`src/rtl/xirq_pkg.sv`:
```
package xirq_pkg;

    parameter int DATA_W  = 8;
    parameter int EN_POS  = 4;
    parameter int OPT_POS = 5;
    parameter int VEC_W   = 16;

    typedef struct packed {
        logic enable;
        logic on_edge;
    } trig_cfg_t;

    typedef enum logic {
        VEC_HI = 1'b0,
        VEC_LO = 1'b1
    } vec_byte_e;

    function automatic trig_cfg_t decode_cfg(input logic [DATA_W-1:0] c);
        trig_cfg_t t;
        t.enable  = c[EN_POS];
        t.on_edge = c[OPT_POS];
        return t;
    endfunction

    function automatic logic [VEC_W-1:0] vector_of(input logic [VEC_W-1:0] base,
                                                   input vec_byte_e sel);
        return (sel == VEC_LO) ? base + VEC_W'(1) : base;
    endfunction

endpackage

```
`src/rtl/xirq_sync.sv`:
```
module xirq_sync #(
    parameter int STAGES = 2
) (
    input  logic clk,
    input  logic rst,
    input  logic d,
    output logic q
);
    logic [STAGES-1:0] chain;

    generate
        if (STAGES == 1) begin : g_one
            always_ff @(posedge clk) begin
                if (rst) chain <= 1'b1;
                else     chain <= d;
            end
        end else begin : g_many
            always_ff @(posedge clk) begin
                if (rst) chain <= {STAGES{1'b1}};
                else     chain <= {chain[STAGES-2:0], d};
            end
        end
    endgenerate

    assign q = chain[STAGES-1];
endmodule

```
`src/rtl/xirq_ctlreg.sv`:
```
module xirq_ctlreg
    import xirq_pkg::*;
#(
    parameter int              ADDR_W   = 8,
    parameter logic [ADDR_W-1:0] CTL_ADDR = 8'h0C,
    parameter logic [DATA_W-1:0] RST_VAL  = 8'h10
) (
    input  logic              clk,
    input  logic              rst,
    input  logic [ADDR_W-1:0] addr,
    input  logic              we,
    input  logic [DATA_W-1:0] wdata,
    output logic [DATA_W-1:0] rdata,
    output logic [DATA_W-1:0] ctl_q
);
    logic hit;
    assign hit = (addr == CTL_ADDR);

    always_ff @(posedge clk) begin
        if (rst)            ctl_q <= RST_VAL;
        else if (we && hit) ctl_q <= wdata;
    end

    assign rdata = hit ? ctl_q : '0;
endmodule

```
`src/rtl/xirq_trigger.sv`:
```
module xirq_trigger
    import xirq_pkg::*;
(
    input  logic      clk,
    input  logic      rst,
    input  logic      pin_s,
    input  trig_cfg_t cfg,
    input  logic      mask,
    input  logic      ack,
    output logic      fall_seen,
    output logic      edge_pend,
    output logic      req
);
    logic prev_q;
    logic armed;

    always_ff @(posedge clk) begin
        if (rst) prev_q <= 1'b1;
        else     prev_q <= pin_s;
    end

    assign fall_seen = prev_q & ~pin_s;
    assign armed     = cfg.enable & cfg.on_edge;

    always_ff @(posedge clk) begin
        if (rst)            edge_pend <= 1'b0;
        else if (!armed)    edge_pend <= 1'b0;
        else if (fall_seen) edge_pend <= 1'b1;
        else if (ack)       edge_pend <= 1'b0;
    end

    always_comb begin
        if (!cfg.enable || mask) req = 1'b0;
        else if (cfg.on_edge)    req = edge_pend;
        else                     req = ~pin_s;
    end
endmodule

```
`src/rtl/xirq_ctrl.sv`:
```
module xirq_ctrl
    import xirq_pkg::*;
#(
    parameter int                ADDR_W      = 8,
    parameter logic [ADDR_W-1:0] CTL_ADDR    = 8'h0C,
    parameter logic [DATA_W-1:0] CTL_RST     = 8'h10,
    parameter int                SYNC_STAGES = 2,
    parameter logic [VEC_W-1:0]  VEC_BASE    = 16'h1FFA
) (
    input  logic              clk,
    input  logic              rst,
    input  logic              irq_pin_n,
    input  logic              cpu_mask,
    input  logic              irq_ack,
    input  logic [ADDR_W-1:0] reg_addr,
    input  logic              reg_we,
    input  logic [DATA_W-1:0] reg_wdata,
    output logic [DATA_W-1:0] reg_rdata,
    input  logic              vec_byte,
    output logic [VEC_W-1:0]  vec_addr,
    output logic              irq_req
);
    logic [DATA_W-1:0] ctl_q;
    trig_cfg_t         cfg;
    logic              pin_s;
    logic              fall_seen;
    logic              edge_pend;

    xirq_sync #(.STAGES(SYNC_STAGES)) u_sync (
        .clk(clk), .rst(rst), .d(irq_pin_n), .q(pin_s)
    );

    xirq_ctlreg #(.ADDR_W(ADDR_W), .CTL_ADDR(CTL_ADDR), .RST_VAL(CTL_RST)) u_reg (
        .clk(clk), .rst(rst), .addr(reg_addr), .we(reg_we),
        .wdata(reg_wdata), .rdata(reg_rdata), .ctl_q(ctl_q)
    );

    assign cfg = decode_cfg(ctl_q);

    xirq_trigger u_trig (
        .clk(clk), .rst(rst), .pin_s(pin_s), .cfg(cfg), .mask(cpu_mask),
        .ack(irq_ack), .fall_seen(fall_seen), .edge_pend(edge_pend), .req(irq_req)
    );

    assign vec_addr = vector_of(VEC_BASE, vec_byte_e'(vec_byte));
endmodule

```
`config.mk`:
```
export PLATFORM = sky130hd
export DESIGN_NAME = xirq_ctrl
export DESIGN_NICKNAME = d
export VERILOG_FILES = /design/src/rtl/xirq_pkg.sv /design/src/rtl/xirq_sync.sv /design/src/rtl/xirq_ctlreg.sv /design/src/rtl/xirq_trigger.sv /design/src/rtl/xirq_ctrl.sv
export SDC_FILE = /design/constraint.sdc
export NUM_CORES = 1
export LEC_CHECK = 0
export CELL_PAD_IN_SITES_DETAIL_PLACEMENT = 1
export CELL_PAD_IN_SITES_GLOBAL_PLACEMENT = 1
export CORE_ASPECT_RATIO = 1.2
export CORE_MARGIN = 2
export CORE_UTILIZATION = 22
export DETAILED_ROUTE_END_ITERATION = 8
export GPL_TIMING_DRIVEN = 0
export PLACE_DENSITY = 0.78
export SLEW_MARGIN = 20
export SYNTH_ARGS = -nofsm -noshare
export SYNTH_HDL_FRONTEND = slang
export SYNTH_SLANG_ARGS = --single-unit
```
`constraint.sdc`:
```
create_clock -name clk -period 2 [get_ports clk]
set_clock_uncertainty 0.2 [all_clocks]
set_input_delay 0.5 -clock clk [delete_from_list [all_inputs] [get_ports clk]]
set_output_delay 0.5 -clock clk [all_outputs]
set_load 0.01 [all_outputs]
```
==> metrics.md, run 1 <==
| Metric | Value |
|---|---|
| DRT antenna net count | `0` |
| Fillcell total | `roughly 400` |
| Max-cap check violation count | `0` |
| All-layer global routing usage | `0.105` |
| Sequential Power Share | `0.398` |
| Max-slew violation count | `0` |
| Status | `finished with violations` |
| #FFs+latches synth | `12` |
| Post-route DRC | `0` |
| Net Switching | `0.127 mW` |
| Yosys warns | `0` |
| Drt pass-1 iters | `2` |
| Routability cong. | `about 0.62` |
| Die Ht | `67.4 um` |
| Worst path required time | `roughly 1300 ps` |
| Worst Hold Class | `reg2reg` |
| Worst hold stages | `1` |
| I/O Buffers | `30` |
| Synthesized cell area | `737 um2` |
| Clk pwr share | `0.425` |
| Crit-path max FO | `4` |
| Comb power frac | `0.178` |
| Hold Buf Count CTS | `0` |
| Root Buffer | `clkbuf_8` |
| Clock latency on the worst-skew pair | `around 230 ps` |
| Die outline width | `roughly 57 um` |
| Critical path launch point type | `input pin` |
| Final Cycle Share | `1.29` |
| Cts bufs inserted | `3` |
| Post-layout nets | `about 160` |
| Layout area overhead | `69.6%` |
| R2r setup slk | `~1000 ps` |
| Vias per cell | `3.86` |
| Setup ws final | `-579 ps` |
| CP dominant cell by count | `buf_6` |
| Crit path cell chain | `buf_6, or4_4, nor4_4, buf_4, buf_6, buf_6, and2_4, buf_6` |
| Reg2reg end | `u_trig.edge_pend$_SDFFE_PP0P_` |
| Clock H-tree levels | `1` |
| Layout cell share with drive strength beyond 1 | `0.393` |
| Global-route wire length before repair | `just over 3000 um` |
| Clk buf depth | `2` |
| ANT cells | `0` |
| HP Start | `u_sync.chain[0]$_SDFF_PP1_` |
| Final min period | `2580 ps` |
| GRT Residual Overflow | `0` |
| Failing checks | `setup timing` |
| Starting Density | `0.225` |
| Die area | `around 3800 um2` |
| Critical-path top delay cell | `or4_4` |
| Placed insts | `roughly 160` |
| Fmax | `roughly 390 MHz` |
| Gate Count Post-Synth | `approximately 80` |
| Hold Path End | `u_sync.chain[1]$_SDFF_PP1_` |
| Total I/O pin count | `48` |
| Reg2Reg Depth | `3` |
| Top delay family on crit path | `simple AND/OR/NAND/NOR gates` |
| Final setup fails | `8` |
| Sequential fraction of the synthesis area | `0.326` |
| Final wirelength | `between 1500 and 2000 um` |
| Net Sw Frac | `0.208` |
| Syn_area_per_cell | `approximately 9.1 um2` |
| Vias in the first global route | `between 600 and 700` |
| CP Capture Type | `output pin` |
| CTS tree | `built` |
| Iter 0 DRT Violations | `10` |
| Non-Filler Instances | `172` |
| Cell area after layout | `between 1000 and 1500 um2` |
| Rows | `23` |
| Core area | `approximately 3300 um2` |
| Sink Count | `12` |
| Hold Vio Cnt, Final | `0` |
| Post-DP HPWL | `about 1400 um` |
| Slowest cell delay on critical path | `roughly 540 ps` |
| Netlist cell types | `18` |
| Power Density | `just under 500 nW/um2` |
| Drt wl/cell | `about 11 um` |
| Critical path arrival | `1880 ps` |
| RSZ-0062 raised after global routing | `yes` |
| Vias | `roughly 660` |
| Largest net degree at the start of global routing | `11` |
| Worst IR Drop VDD | `294 uV` |
| Area post-placement | `around 1100 um2` |
| Initial antenna violation count | `0` |
| P_int | `between 0.4 and 0.5 mW` |
| Cell leakage power | `approximately 0.58 nW` |
| Crit Path Category | `in2out` |
| Clock transition at path regs | `approximately 50 ps` |
| FF-to-FF Start | `u_sync.chain[1]$_SDFF_PP1_` |
| CP bufs+invs | `5` |
-- routing by layer --
metal,vias up,global-route usage,wire length (um)
met3,0,0.0345,140
met1,307,0.0957,622
li1,334,-,-
met4,0,0.0349,0
met2,23,0.215,1100
met5,-,0,0
-- synthesized netlist by cell type --
master | count | area share
a21oi_1 | 1 | 0.0068
a22oi_1 | 1 | 0.010
and2_1 | 8 | 0.068
buf_4 | 16 | 0.16
buf_6 | 1 | 0.015
clkbuf_1 | 2 | 0.010
conb_1 | 2 | 0.010
dfxtp_1 | 12 | 0.33
inv_1 | 3 | 0.015
mux2i_1 | 8 | 0.11
nand2_1 | 1 | 0.0051
nand2b_1 | 14 | 0.12
nor2_1 | 4 | 0.020
nor3b_1 | 2 | 0.020
nor4_4 | 1 | 0.029
nor4b_4 | 1 | 0.032
or2_2 | 3 | 0.025
or4_4 | 1 | 0.015
-- stage by stage --
stage	hold slack [ps]	util	power, mW	setup TNS, ps	setup slack (ps)
final	211	0.381	0.611	-3910	-579
after global routing	251	0.381	0.643	-4610	-672
after CTS	213	0.372	0.621	-3620	-546
after floorplan	189	-	0.305	-2160	-270
after global placement	193	0.345	0.352	-14140	-1330
after detailed placement	200	0.345	0.354	-14800	-1370
-- power by group through the flow --
stage                     combinational [mW]  sequential, mW  clock (mW)
final                                  0.108           0.243       0.259
after CTS                              0.107           0.243       0.271
after global routing                   0.118           0.243       0.282
after global placement                 0.104           0.248           0
after detailed placement               0.106           0.248           0
after floorplan                       0.0576           0.248           0
-- kinds of logic after synthesis --
group / after synthesis / share of synthesized area
and+or+nand+nor: 35 / 0.334
DFF: 12 / 0.326
AOI/OAI and AO/OA: 2 / 0.0170
other: 2 / 0.0102
muxes: 8 / 0.109
buffers and inverters: 22 / 0.204
-- layout by cell type, fill, tap and decap left out, types with 5 or more instances in the layout --
cell type        instances
buf_2                    6
nand2b_1                14
buf_4                   21
and2_4                   5
dfxtp_1                 12
clkdlybuf4s50_1         15
conb_1                  15
mux2i_1                  8
buf_6                    9
-- what timing repair did --
action	4_1_cts	5_1_grt
pin swaps	9	1
endpoints found under the setup margin	17	13
resized for setup	58	6
setup buffers	6	2
-- final cells by class --
type,count,area (um2),area share
Sequential cell,12,240,0.192
Buffer,19,139,0.111
Timing Repair Buffer,37,343,0.274
Inverter,3,11.3,0.00901
Clock buffer,4,55.1,0.0440
Tap cell,37,46.3,0.0370
Multi-Input combinational cell,60,415,0.332
-- sequential cells by signal, summed over array words and instances, names as in the netlist --
signal,count
u_trig.prev_q,1
u_trig.edge_pend,1
u_sync.chain,2
u_reg.ctl_q,8
-- worst register-to-register path: cells and delay by family (launching register included) --
family	cells	cell delay [ps]
DFF	1	340
AOI/OAI and AO/OA	1	180
and+or+nand+nor	1	70
buffers and inverters	1	50
-- worst max path at each step --
stage	startpoint	end	cells past startpoint
2_1_floorplan	reg_addr[1]	reg_rdata[0]	3
3_3_place_gp	reg_addr[1]	reg_rdata[7]	5
3_5_place_dp	reg_addr[1]	reg_rdata[0]	5
4_1_cts	reg_addr[4]	reg_rdata[7]	8
5_1_grt	reg_addr[4]	reg_rdata[7]	8
6_report	reg_addr[4]	reg_rdata[7]	8
(Power assumes the default switching activity.)
==> run 2: changes to the inputs <==
- ABC_AREA: not set -> 1
- CORE_UTILIZATION: 22 -> 34
- DONT_BUFFER_PORTS: not set -> 1
- PLACE_DENSITY: 0.78 -> 0.74
==> metrics.md, run 2 <==
| Metric | Value |
|---|---|
| Status | `finished clean` |
| Die Ht | `about 53 um` |
| Power Density | `599 nW/um2` |
| CP Capture Type | `output pin` |
| Core area | `between 1500 and 2000 um2` |
| Clk buf depth | `2` |
| Net Sw Frac | `0.214` |
| Sequential Power Share | `0.504` |
| Sink Count | `12` |
| Clock transition at path regs | `roughly 70 ps` |
| GRT Residual Overflow | `0` |
| Largest registers | `u_reg.ctl_q x8, u_sync.chain x2` |
| Max-slew violation count | `0` |
| Fmax | `about 530 MHz` |
| Post-synth top area cell | `dfxtp_1` |
| Net Switching | `slightly above 0.1 mW` |
| Max-cap check violation count | `0` |
| ANT cells | `0` |
| Largest Register | `u_reg.ctl_q` |
| CTS tree | `built` |
| Iter 0 DRT Violations | `1` |
| I/O Buffers | `0` |
| Clock H-tree levels | `1` |
| Global-route wire length before repair | `roughly 2100 um` |
| Cell with the most instances after synthesis | `nor2_1` |
| Hold Vio Cnt, Final | `0` |
| Drt pass-1 iters | `4` |
| All-layer global routing usage | `0.121` |
| Worst Hold Class | `in2reg` |
| Fillcell total | `270` |
| Crit Path Category | `in2out` |
| Synth top area cells | `dfxtp_1, buf_4, nor2_1` |
| Vias in the first global route | `between 500 and 600` |
| Top_reg_cell synth | `dfxtp_1` |
| Reg2reg end | `u_reg.ctl_q[5]$_SDFFE_PP0P_` |
| Ys async rst share | `0` |
| Vias per cell | `4.30` |
| Synth top cells by count | `nor2_1, nand2_1, buf_4` |
| Post-route DRC | `0` |
| Layout area overhead | `15.7%` |
| Post-DP HPWL | `between 1000 and 1500 um` |
| Cts bufs inserted | `3` |
| Initial antenna violation count | `0` |
| Final setup fails | `0` |
| Die area | `roughly 2400 um2` |
| Die outline width | `approximately 45 um` |
| Max FFs per register | `8` |
| Routability cong. | `0.590` |
| FF-to-FF Start | `u_reg.ctl_q[5]$_SDFFE_PP0P_` |
| Layout cell share with drive strength beyond 1 | `0.221` |
| Hold Buf Count CTS | `0` |
| Synthesized cell area | `roughly 690 um2` |
| Critical path launch point type | `input pin` |
| Reg area | `240 um2` |
| Starting Density | `0.370` |
| Commonest cells after routing, fill and taps aside | `nor2_1, nand2_1, buf_4` |
| Final wirelength | `1320 um` |
| Drt wl/cell | `9.36 um` |
| Largest net degree at the start of global routing | `11` |
| R2r setup slk | `1080 ps` |
| Syn_area_per_cell | `6.60 um2` |
| Area occupied by multi-input gates | `between 300 and 400 um2` |
| Gate Count Post-Synth | `about 110` |
| Reg2Reg Depth | `4` |
| Vias | `approximately 600` |
| Top-area cell type share of the netlist area | `0.347` |
| Clk pwr share | `0.388` |
| Crit-path max FO | `8` |
| Comb power frac | `0.108` |
| Critical path arrival | `1170 ps` |
| Sequential fraction of the synthesis area | `0.347` |
| Worst path required time | `1300 ps` |
| Worst IR Drop VDD | `between 400 and 500 uV` |
| Number of flops mapped to enable cells by yosys | `0` |
| Worst slack at placement | `roughly 100 ps` |
| P_int | `between 0.3 and 0.4 mW` |
| #FFs+latches synth | `12` |
| Yosys warns | `0` |
| CP Launch Point | `reg_addr[5]` |
| Post-layout nets | `146` |
| Critical Path Sink | `reg_rdata[5]` |
| # Post-CTS Setup Buffers | `0` |
| Setup ws final | `126 ps` |
| Total I/O pin count | `48` |
| Rows | `17` |
| Setup TNS | `0 ps` |
| Final Cycle Share | `0.937` |
| Netlist cell types | `16` |
| Clock latency on the worst-skew pair | `roughly 270 ps` |
| RSZ-0062 raised after global routing | `no` |
| Commonest non-fill, non-tap cell in the layout | `nor2_1` |
| Root Buffer | `clkbuf_4` |
| Final min period | `around 1900 ps` |
| DRT antenna net count | `0` |
| Post-cts gate resize count | `0` |
| Cell leakage power | `roughly 0.44 nW` |
[run 2: changes by cell type in the layout (fill, tap and decap cells not counted), sizes merged, moves of 12 or more]
| cell | before | now |
|---|---|---|
| nor2 | 4 | 28 |
| buf | 36 | 17 |
| nand2 | 1 | 20 |
| clkdlybuf4s50 | 15 | 0 |
| nand2b | 14 | 0 |
| inv | 3 | 15 |
[run 2: routing by layer]
| metal | up-vias | part of all wire | track usage |
|---|---|---|---|
| met5 | - | 0 | 0 |
| met4 | 0 | 0.016 | 0.0735 |
| met3 | 4 | 0.081 | 0.0239 |
| met2 | 26 | 0.52 | 0.217 |
| met1 | 264 | 0.38 | 0.125 |
| li1 | 312 | - | - |
[run 2: area by class of cell]
| class | instances | area share |
|---|---|---|
| Buffer | 17 | 0.164 |
| Clock buffer | 4 | 0.0452 |
| Inverter | 16 | 0.0749 |
| Multi-Input combinational cell | 73 | 0.387 |
| Sequential cell | 12 | 0.300 |
| Tap cell | 19 | 0.0296 |
[run 2: logic make-up (layout without fill, tap and decap cells)]
family / count (synthesis) / after routing / share of synthesized area
and+or+nand+nor: 55 / 55 / 0.345
AOI/OAI and AO/OA: 3 / 3 / 0.0217
buffers and inverters: 33 / 37 / 0.276
DFF: 12 / 12 / 0.347
other: 2 / 15 / 0.0108
[run 2: stage by stage]
step	util	std cells	instance area [um2]	power [mW]	hold slack [ps]
floorplan	-	118	742	0.296	189
CTS	0.428	141	802	0.487	129
global route	0.428	141	802	0.511	111
finish	0.428	141	802	0.480	134
global placement	0.409	137	766	0.298	193
detailed placement	0.409	137	766	0.299	203
[run 2: critical path, cell delays in order]
cell and delay (ps):
nor2_1 80, nand2_1 70, nor2_1 130, inv_1 150, nor2_1 230
[run 2: power by group through the flow]
stage | Combinational [mW] | Clock, mW | Sequential [mW]
global route | 0.0580 | 0.210 | 0.243
floorplan | 0.0483 | 0 | 0.248
detailed placement | 0.0510 | 0 | 0.248
finish | 0.0518 | 0.186 | 0.242
CTS | 0.0511 | 0.194 | 0.242
global placement | 0.0506 | 0 | 0.248
[run 2: how the worst min path moves through the flow]
stage	cells after the start	to	start
CTS	1	u_sync.chain[0]$_SDFF_PP1_	irq_pin_n
finish	1	u_sync.chain[0]$_SDFF_PP1_	irq_pin_n
global placement	1	u_sync.chain[1]$_SDFF_PP1_	u_sync.chain[0]$_SDFF_PP1_
global route	1	u_sync.chain[0]$_SDFF_PP1_	irq_pin_n
floorplan	1	u_sync.chain[1]$_SDFF_PP1_	u_sync.chain[0]$_SDFF_PP1_
detailed placement	1	u_sync.chain[1]$_SDFF_PP1_	u_sync.chain[0]$_SDFF_PP1_
